**config.mk**
```make
export PLATFORM = sky130hd
export DESIGN_NAME = serdac_frontend
export DESIGN_NICKNAME = d
export VERILOG_FILES = /design/src/rtl/serdac_pkg.sv /design/src/rtl/serdac_pin_sync.sv /design/src/rtl/serdac_edge.sv /design/src/rtl/serdac_shift.sv /design/src/rtl/serdac_holdreg.sv /design/src/rtl/serdac_frontend.sv
export SDC_FILE = /design/constraint.sdc
export NUM_CORES = 1
export LEC_CHECK = 0
export ABC_CLOCK_PERIOD_IN_PS = 2000
export BUFFER_PORTS_ARGS = -buffer_cell sky130_fd_sc_hd__buf_4
export CAP_MARGIN = 20
export CORE_UTILIZATION = 54
export CTS_CLUSTER_DIAMETER = 120
export CTS_CLUSTER_SIZE = 25
export DETAILED_ROUTE_END_ITERATION = 12
export GPL_TIMING_DRIVEN = 0
export PLACE_DENSITY = 0.73
export SLEW_MARGIN = 20
export SYNTH_ARGS = -nofsm -noshare
export SYNTH_HDL_FRONTEND = slang
export SYNTH_HIERARCHICAL = 1
export SYNTH_SLANG_ARGS = --single-unit
```
**constraint.sdc**
```tcl
create_clock -name clk -period 2 [get_ports clk]
set_input_delay 0.3 -clock clk [delete_from_list [all_inputs] [get_ports clk]]
set_output_delay 0.3 -clock clk [all_outputs]
set_load 0.03 [all_outputs]
```
**src/rtl/serdac_pkg.sv**
```systemverilog
package serdac_pkg;
  // positions of the external pins in the synchronizer vector
  localparam int PIN_CSN    = 0;
  localparam int PIN_SCK    = 1;
  localparam int PIN_SDI    = 2;
  localparam int PIN_LD     = 3;
  localparam int PIN_CLRN   = 4;
  localparam int PIN_CLRSEL = 5;
  localparam int PIN_COUNT  = 6;

  // positions of the edge-detected signals
  localparam int EDG_CSN   = 0;
  localparam int EDG_SCK   = 1;
  localparam int EDG_LD    = 2;
  localparam int EDG_COUNT = 3;

  typedef struct packed {
    logic shift_en;
    logic din;
    logic force_en;
  } sr_ctrl_t;
endpackage

```
**src/rtl/serdac_pin_sync.sv**
```systemverilog
module serdac_pin_sync #(
  parameter int              N      = 6,
  parameter int              STAGES = 2,
  parameter logic [N-1:0]    IDLE   = '0
) (
  input  logic         clk,
  input  logic         rst,
  input  logic [N-1:0] pin_i,
  output logic [N-1:0] lvl_o
);
  // STAGES must be 2 or more
  for (genvar i = 0; i < N; i++) begin : g_bit
    logic [STAGES-1:0] chain;
    always_ff @(posedge clk) begin
      if (rst) chain <= {STAGES{IDLE[i]}};
      else     chain <= {chain[STAGES-2:0], pin_i[i]};
    end
    assign lvl_o[i] = chain[STAGES-1];
  end
endmodule

```
**src/rtl/serdac_edge.sv**
```systemverilog
module serdac_edge #(
  parameter int           N    = 3,
  parameter logic [N-1:0] IDLE = '0
) (
  input  logic         clk,
  input  logic         rst,
  input  logic [N-1:0] lvl_i,
  output logic [N-1:0] rise_o
);
  logic [N-1:0] prev_q;
  always_ff @(posedge clk) begin
    if (rst) prev_q <= IDLE;
    else     prev_q <= lvl_i;
  end
  assign rise_o = lvl_i & ~prev_q;
endmodule

```
**src/rtl/serdac_shift.sv**
```systemverilog
module serdac_shift
  import serdac_pkg::*;
#(
  parameter int W = 16
) (
  input  logic         clk,
  input  logic         rst,
  input  sr_ctrl_t     ctrl_i,
  input  logic [W-1:0] force_val_i,
  output logic [W-1:0] word_o
);
  logic [W-1:0] sr_q;

  always_ff @(posedge clk) begin
    if (rst)                  sr_q <= '0;
    else if (ctrl_i.force_en) sr_q <= force_val_i;
    else if (ctrl_i.shift_en) sr_q <= {sr_q[W-2:0], ctrl_i.din};
  end
  assign word_o = sr_q;

  a_r2_msb_first_shift: assert property (@(posedge clk) disable iff (rst)
    (ctrl_i.shift_en && !ctrl_i.force_en) |=>
      (word_o[W-1:1] == $past(word_o[W-2:0]) && word_o[0] == $past(ctrl_i.din)));

  a_r6_shift_forced: assert property (@(posedge clk) disable iff (rst)
    ctrl_i.force_en |=> word_o == $past(force_val_i));
endmodule

```
**src/rtl/serdac_holdreg.sv**
```systemverilog
module serdac_holdreg #(
  parameter int W = 16
) (
  input  logic         clk,
  input  logic         rst,
  input  logic         load_i,
  input  logic [W-1:0] d_i,
  input  logic         force_i,
  input  logic [W-1:0] force_val_i,
  output logic [W-1:0] q_o
);
  logic [W-1:0] q_q;

  always_ff @(posedge clk) begin
    if (rst)          q_q <= '0;
    else if (force_i) q_q <= force_val_i;
    else if (load_i)  q_q <= d_i;
  end
  assign q_o = q_q;

  a_r5_load_copies: assert property (@(posedge clk) disable iff (rst)
    (load_i && !force_i) |=> q_o == $past(d_i));

  a_r11_hold_without_load: assert property (@(posedge clk) disable iff (rst)
    (!load_i && !force_i) |=> $stable(q_o));

  a_r6_hold_forced: assert property (@(posedge clk) disable iff (rst)
    force_i |=> q_o == $past(force_val_i));
endmodule

```
**src/rtl/serdac_frontend.sv**
```systemverilog
module serdac_frontend
  import serdac_pkg::*;
#(
  parameter int WIDTH       = 16,
  parameter int SYNC_STAGES = 2
) (
  input  logic             clk,
  input  logic             rst,
  input  logic             cs_n_pin,
  input  logic             sck_pin,
  input  logic             sdi_pin,
  input  logic             ld_pin,
  input  logic             clr_n_pin,
  input  logic             clr_sel_pin,
  output logic [WIDTH-1:0] code_o,
  output logic             sdo_o,
  output logic             sdo_oe_o
);
  localparam logic [WIDTH-1:0]     MID_CODE = {1'b1, {(WIDTH-1){1'b0}}};
  localparam logic [PIN_COUNT-1:0] PIN_IDLE =
    (PIN_COUNT'(1) << PIN_CSN) | (PIN_COUNT'(1) << PIN_CLRN);
  localparam logic [EDG_COUNT-1:0] EDG_IDLE = EDG_COUNT'(1) << EDG_CSN;

  logic [PIN_COUNT-1:0] pins, lvl;
  logic [EDG_COUNT-1:0] edg_lvl, rise;

  assign pins[PIN_CSN]    = cs_n_pin;
  assign pins[PIN_SCK]    = sck_pin;
  assign pins[PIN_SDI]    = sdi_pin;
  assign pins[PIN_LD]     = ld_pin;
  assign pins[PIN_CLRN]   = clr_n_pin;
  assign pins[PIN_CLRSEL] = clr_sel_pin;

  serdac_pin_sync #(.N(PIN_COUNT), .STAGES(SYNC_STAGES), .IDLE(PIN_IDLE)) u_sync (
    .clk(clk), .rst(rst), .pin_i(pins), .lvl_o(lvl));

  assign edg_lvl[EDG_CSN] = lvl[PIN_CSN];
  assign edg_lvl[EDG_SCK] = lvl[PIN_SCK];
  assign edg_lvl[EDG_LD]  = lvl[PIN_LD];

  serdac_edge #(.N(EDG_COUNT), .IDLE(EDG_IDLE)) u_edge (
    .clk(clk), .rst(rst), .lvl_i(edg_lvl), .rise_o(rise));

  logic             cs_hi, clr_act;
  logic [WIDTH-1:0] force_val, sr_word, hold_word, out_word;
  sr_ctrl_t         ctrl;

  assign cs_hi     = lvl[PIN_CSN];
  assign clr_act   = ~lvl[PIN_CLRN];
  assign force_val = lvl[PIN_CLRSEL] ? MID_CODE : '0;

  // normal shift on sck rise while selected; one extra shift when the
  // select is released while the serial clock is low
  assign ctrl.shift_en = (~cs_hi & rise[EDG_SCK]) | (rise[EDG_CSN] & ~lvl[PIN_SCK]);
  assign ctrl.din      = lvl[PIN_SDI];
  assign ctrl.force_en = clr_act;

  serdac_shift #(.W(WIDTH)) u_shift (
    .clk(clk), .rst(rst), .ctrl_i(ctrl), .force_val_i(force_val), .word_o(sr_word));

  // holding register tracks the shift register every cycle
  serdac_holdreg #(.W(WIDTH)) u_hold (
    .clk(clk), .rst(rst), .load_i(1'b1), .d_i(sr_word),
    .force_i(clr_act), .force_val_i(force_val), .q_o(hold_word));

  serdac_holdreg #(.W(WIDTH)) u_out (
    .clk(clk), .rst(rst), .load_i(rise[EDG_LD]), .d_i(hold_word),
    .force_i(clr_act), .force_val_i(force_val), .q_o(out_word));

  assign code_o = out_word;

  logic sdo_q, sdo_oe_q;
  always_ff @(posedge clk) begin
    if (rst) begin
      sdo_q    <= 1'b0;
      sdo_oe_q <= 1'b0;
    end else begin
      sdo_oe_q <= ~cs_hi;
      sdo_q    <= ~cs_hi & sr_word[WIDTH-1];
    end
  end
  assign sdo_o    = sdo_q;
  assign sdo_oe_o = sdo_oe_q;

  a_r1_reset_clears: assert property (@(posedge clk)
    rst |=> (code_o == '0 && !sdo_oe_o));

  a_r3_driver_off: assert property (@(posedge clk) disable iff (rst)
    cs_hi |=> (!sdo_oe_o && !sdo_o));

  a_r3_idle_hold: assert property (@(posedge clk) disable iff (rst)
    (cs_hi && !rise[EDG_CSN] && !clr_act) |=> $stable(sr_word));

  a_r8_release_extra_shift: assert property (@(posedge clk) disable iff (rst)
    (rise[EDG_CSN] && !lvl[PIN_SCK] && !clr_act) |=>
      sr_word == {$past(sr_word[WIDTH-2:0]), $past(lvl[PIN_SDI])});

  a_r4_sdo_tracks_msb: assert property (@(posedge clk) disable iff (rst)
    !cs_hi |=> sdo_o == $past(sr_word[WIDTH-1]));
endmodule

```
After elaboration in Yosys (flattened, before gate mapping)
Cells that the tools add are included.

storage, ports and cells
  register bits after elaboration = 65
  input port bits = 8
  output and inout port bits = 18

operators by class
  equal/unequal tests = 2
  mux-type cells = 6
  bitwise gates (word level) = 8

operator list
  cell                count
  $mux 16             6
  $ne 2x2->1 const B  2
  $and 1x1->1         3
  $and 3x3->3         1
  $not 3->3           1
  $not 1->1           2
  $or 1x1->1          1

Logic depth before layout (Yosys ltp)
  depth in word-level cells = 6
  mapped depth = 8
  depth with buffers taken out = 5

Cells and area by module
The synthesis kept the hierarchy.

by module, submodules not included
  module           times used  cells each  area each (um^2)  sequential area each (um^2)
  serdac_holdreg   2           71          805.8             320.3
  serdac_shift     1           71          805.8             320.3
  serdac_pin_sync  1           31          372.9             240.2
  serdac_edge      1           9           102.6             60.1
  serdac_frontend  1           10          77.6              40.0

Worst setup path before layout
OpenSTA, ideal clock, no wires.

  path kind = register to register
  start = register u_sync.g_bit[1].chain[1]
  end = register u_shift.sr_q[10], in the netlist u_shift/word_o[10]
  library setup time = 0.126 ns
  arrival = 1.272 ns
  data required time = 1.874 ns
  setup slack = 0.601 ns
  stages on the path, launching flop included = 9
  path buffers = 3
  clock period less this slack = 1.399 ns
  cells stage by stage = dfxtp_1 -> buf_4 -> nor2b_1 -> inv_1 -> o22ai_1 -> buf_6 -> buf_12 -> mux2i_1 -> a211oi_2

RTL lines
  what                    RTL line               source
  start, declared         serdac_pin_sync.sv:13  logic [STAGES-1:0] chain;
  start signal, assigned  serdac_pin_sync.sv:15  if (rst) chain <= {STAGES{IDLE[i]}};
  start signal, assigned  serdac_pin_sync.sv:16  else chain <= {chain[STAGES-2:0], pin_i[i]};
  end signal, assigned    serdac_shift.sv:16     else if (ctrl_i.force_en) sr_q <= force_val_i;
  end signal, assigned    serdac_shift.sv:17     else if (ctrl_i.shift_en) sr_q <= {sr_q[W-2:0], ctrl_i.din};
  end, declared           serdac_shift.sv:12     logic [W-1:0] sr_q;

Final worst setup path
  start = register u_sync.g_bit[4].chain[1]
  end = register u_hold.q_q[10], in the netlist u_hold/q_o[10]

on the way
  cells in the longest elaborated chain, start to end = 1

RTL lines
  what                    RTL line               source
  start, declared         serdac_pin_sync.sv:13
  start signal, assigned  serdac_pin_sync.sv:15
  start signal, assigned  serdac_pin_sync.sv:16
  $mux 16                 serdac_holdreg.sv:16   else if (force_i) q_q <= force_val_i;
  end signal, assigned    serdac_holdreg.sv:16
  end signal, assigned    serdac_holdreg.sv:17   else if (load_i) q_q <= d_i;
  end, declared           serdac_holdreg.sv:12   logic [W-1:0] q_q;

Every way passes these cells.
A chain may end at the register's enable or synchronous reset.

==> results.cfg <==
[outcome]
outcome = complete, no violations

[cts]
cts_sinks = 65
cts_htree_levels = 3
clkLatencyLatePin_ns = 0.33
post_cts_buffers = 0
holdBufCountCts = 0
cts_tree = built
cts_resized = 0
numCtsBuffers = 9
cts_buffer_depth = 2
clk_root_buffer_cell = clkbuf_8
clkSlewWorstSetupHoldPaths_ns = 0.07

[synthesis]
synth_compound_area_frac = 0.174
yosys.area_share.simple = 0.145
yosys-mux-area-fraction = 0.162
synth-seq-cells = 65
syn_area_per_cell_sq_um = 11.3
syn-cell-area_sq_mm = 0.00297
yosys.area_share.adder = 0
yosys.cell_types.count = 19
ys_warn_count = 6
synth_xor_area_frac = 0
ys_seq_area_frac = 0.438
syn_inst = 263
synth_top_family_by_area = compound AO/OA/AOI/OAI gates

[power]
pwr_density_cell_mw_per_mm2 = 745
p_leak_nw = 1.41
total_power_mw = 2.65
vdd_drop_max_v = 0.000744

[global_route]
grt_usage = 0.197
grt_antenna_before_repair = 0
grt_pass1_wl_mm = 8.80
grt_pass1_vias = 1873
grt_start_max_net_pins = 25
gr-total-overflow = 0

[drt]
drt-pass1-iter-count = 4
wl_per_cell_um = 12.7
antenna_left = 0
drc = 0
viasPerCell = 4.77
vias = 1978
drt_iter0_drc = 107
wl_mm = 5.26

[layout]
antennaDiodeCount = 0
fin_nets = 351
layout-drive-gt1-share = 0.255
fin_cells = 415
final_area_sq_mm = 0.00356
areaGrowthSynthToFinish_pct = 19.9
final_core_util = 0.684

[timing]
worst_slew_pin_slew_ns = 0.579
whs_ns = 0.157
tns_ns = 0
setup_viol = 0
worst_slack_ns = 0.339
max_freq_mhz = 602
final.min_clock_period_ns = 1.66
slew_violations = 0
hold_viol = 0
slew_headroom = 0.614
rsz0062_at_grt = false
period_share = 0.831
fin_skew_ns = 0.00697

[place]
place_congestion = 0.710
port_buffers = 25
place_inst = 402
post-dp-hpwl_mm = 3.54
dpl-instance-area_sq_mm = 0.00341
dpl_worst_slack_ns = 0.332

[min_path]
hold_end = u_sync/g_bit[4].chain[0]
hold_path_class = in2reg
hp-start = clr_n_pin
hold_depth = 2

[worst_setup_path]
path_class = reg2reg
crit_chain = buf_4 > inv_1 > inv_1 > buf_4 > a211oi_2
crit_fanout = 24
end_kind = flop
r2r-end = u_hold/q_o[10]
crit_arrival_ns = 1.92
slowest_delay_ns = 0.42
regToRegSetupSlack_ns = 0.34
rr_worst_depth = 5
startpoint_type = flop
cpMaxStageDelayCell = inv_1
r2r_start = u_sync/g_bit[4].chain[1]
required_ns = 2.25

[floorplanning]
initial_utilization = 0.571
die_w_um = 76.2
dieArea_sq_mm = 0.00580
ios = 26
core_sq_mm = 0.00520
fp.dieH_um = 76.2
rows = 26

[run]
maxCapViolCount = 0
per-layer routing:
metal	wire, um	GRT usage	vias up
li1	-	-	1029
met1	2360	0.218	912
met2	2670	0.352	27
met3	118	0.0395	10
met4	117	0.113	0
met5	0	0	-
power by group:
| part | internal, mW | switching, mW | total (mW) | leakage, nW |
|---|---|---|---|---|
| Combinational | 0.157 | 0.178 | 0.335 | 0.800 |
| Clock | 0.462 | 0.450 | 0.912 | 0.0782 |
| Sequential | 1.36 | 0.0417 | 1.41 | 0.533 |
| Total | 1.98 | 0.669 | 2.65 | 1.41 |
cell usage in the layout (no fill, tap or decap), types with 2 or more instances in the layout:
cell	netlist	layout
a211oi_1	18	18
mux2i_1	48	48
buf_4	9	34
dfxtp_1	65	65
clkbuf_1	3	5
and2b_2	2	2
or2_1	5	5
a211oi_2	30	30
inv_1	6	6
buf_12	3	3
nor2b_1	58	58
conb_1	2	46
buf_2	3	3
clkbuf_8	0	10
buf_1	3	3
buf_6	4	4
worst max path at each step:
| stage | slack, ns | startpoint | to |
|---|---|---|---|
| after floorplan | 0.60 | u_sync/g_bit[1].chain[1] | u_shift/word_o[10] |
| after global placement | 0.34 | u_sync/g_bit[4].chain[1] | u_out/q_o[9] |
| after detailed placement | 0.33 | u_sync/g_bit[4].chain[1] | u_hold/q_o[10] |
| after CTS | 0.30 | u_sync/g_bit[4].chain[1] | u_hold/q_o[10] |
| after global routing | 0.18 | u_sync/g_bit[4].chain[1] | u_hold/q_o[10] |
| final | 0.34 | u_sync/g_bit[4].chain[1] | u_hold/q_o[10] |
worst max-delay path, delay by kind of cell, from the launching register on:
kind,cells,cell delay (ns)
AOI/OAI and AO/OA,1,0.19
buffers and inverters,4,1.10
DFF,1,0.30
state kept, by name (all words and copies together) (netlist names):
register	count
u_edge/prev_q	3
sdo_o	1
u_hold/q_o	16
u_sync/g_bit.chain	12
sdo_oe_o	1
u_out/q_o	16
u_shift/word_o	16
cells in the mapped netlist:
cell type  instances  area share
inv_1              6      0.0076
conb_1             2      0.0025
nor2_2             1      0.0021
buf_12             3       0.020
buf_6              4       0.015
o22ai_1            1      0.0021
buf_1              3      0.0038
nor2b_1           58        0.12
a211oi_2          30        0.13
clkbuf_1           3      0.0038
and2_1             1      0.0021
buf_2              3      0.0051
and2b_1            1      0.0025
mux2i_1           48        0.16
or2_1              5       0.011
buf_4              9       0.023
and2b_2            2      0.0059
dfxtp_1           65        0.44
a211oi_1          18       0.045
final cells by class:
class | instances | area [sq um]
fillers | 431 | 1640
multi-input cells | 211 | 1600
flip-flops and latches | 65 | 1300
plain buffers | 25 | 210
repair buffers | 25 | 188
clock buffers | 12 | 145
well taps | 70 | 87.6
inverters | 6 | 22.5
clock inverters | 1 | 5.00
cell families after synthesis:
kind of cell	count (synthesis)
simple gates	68
other cells	2
compound gates	49
flops	65
mux	48
buf+inv	31
Note: power is estimated with default switching activity, not from simulation.
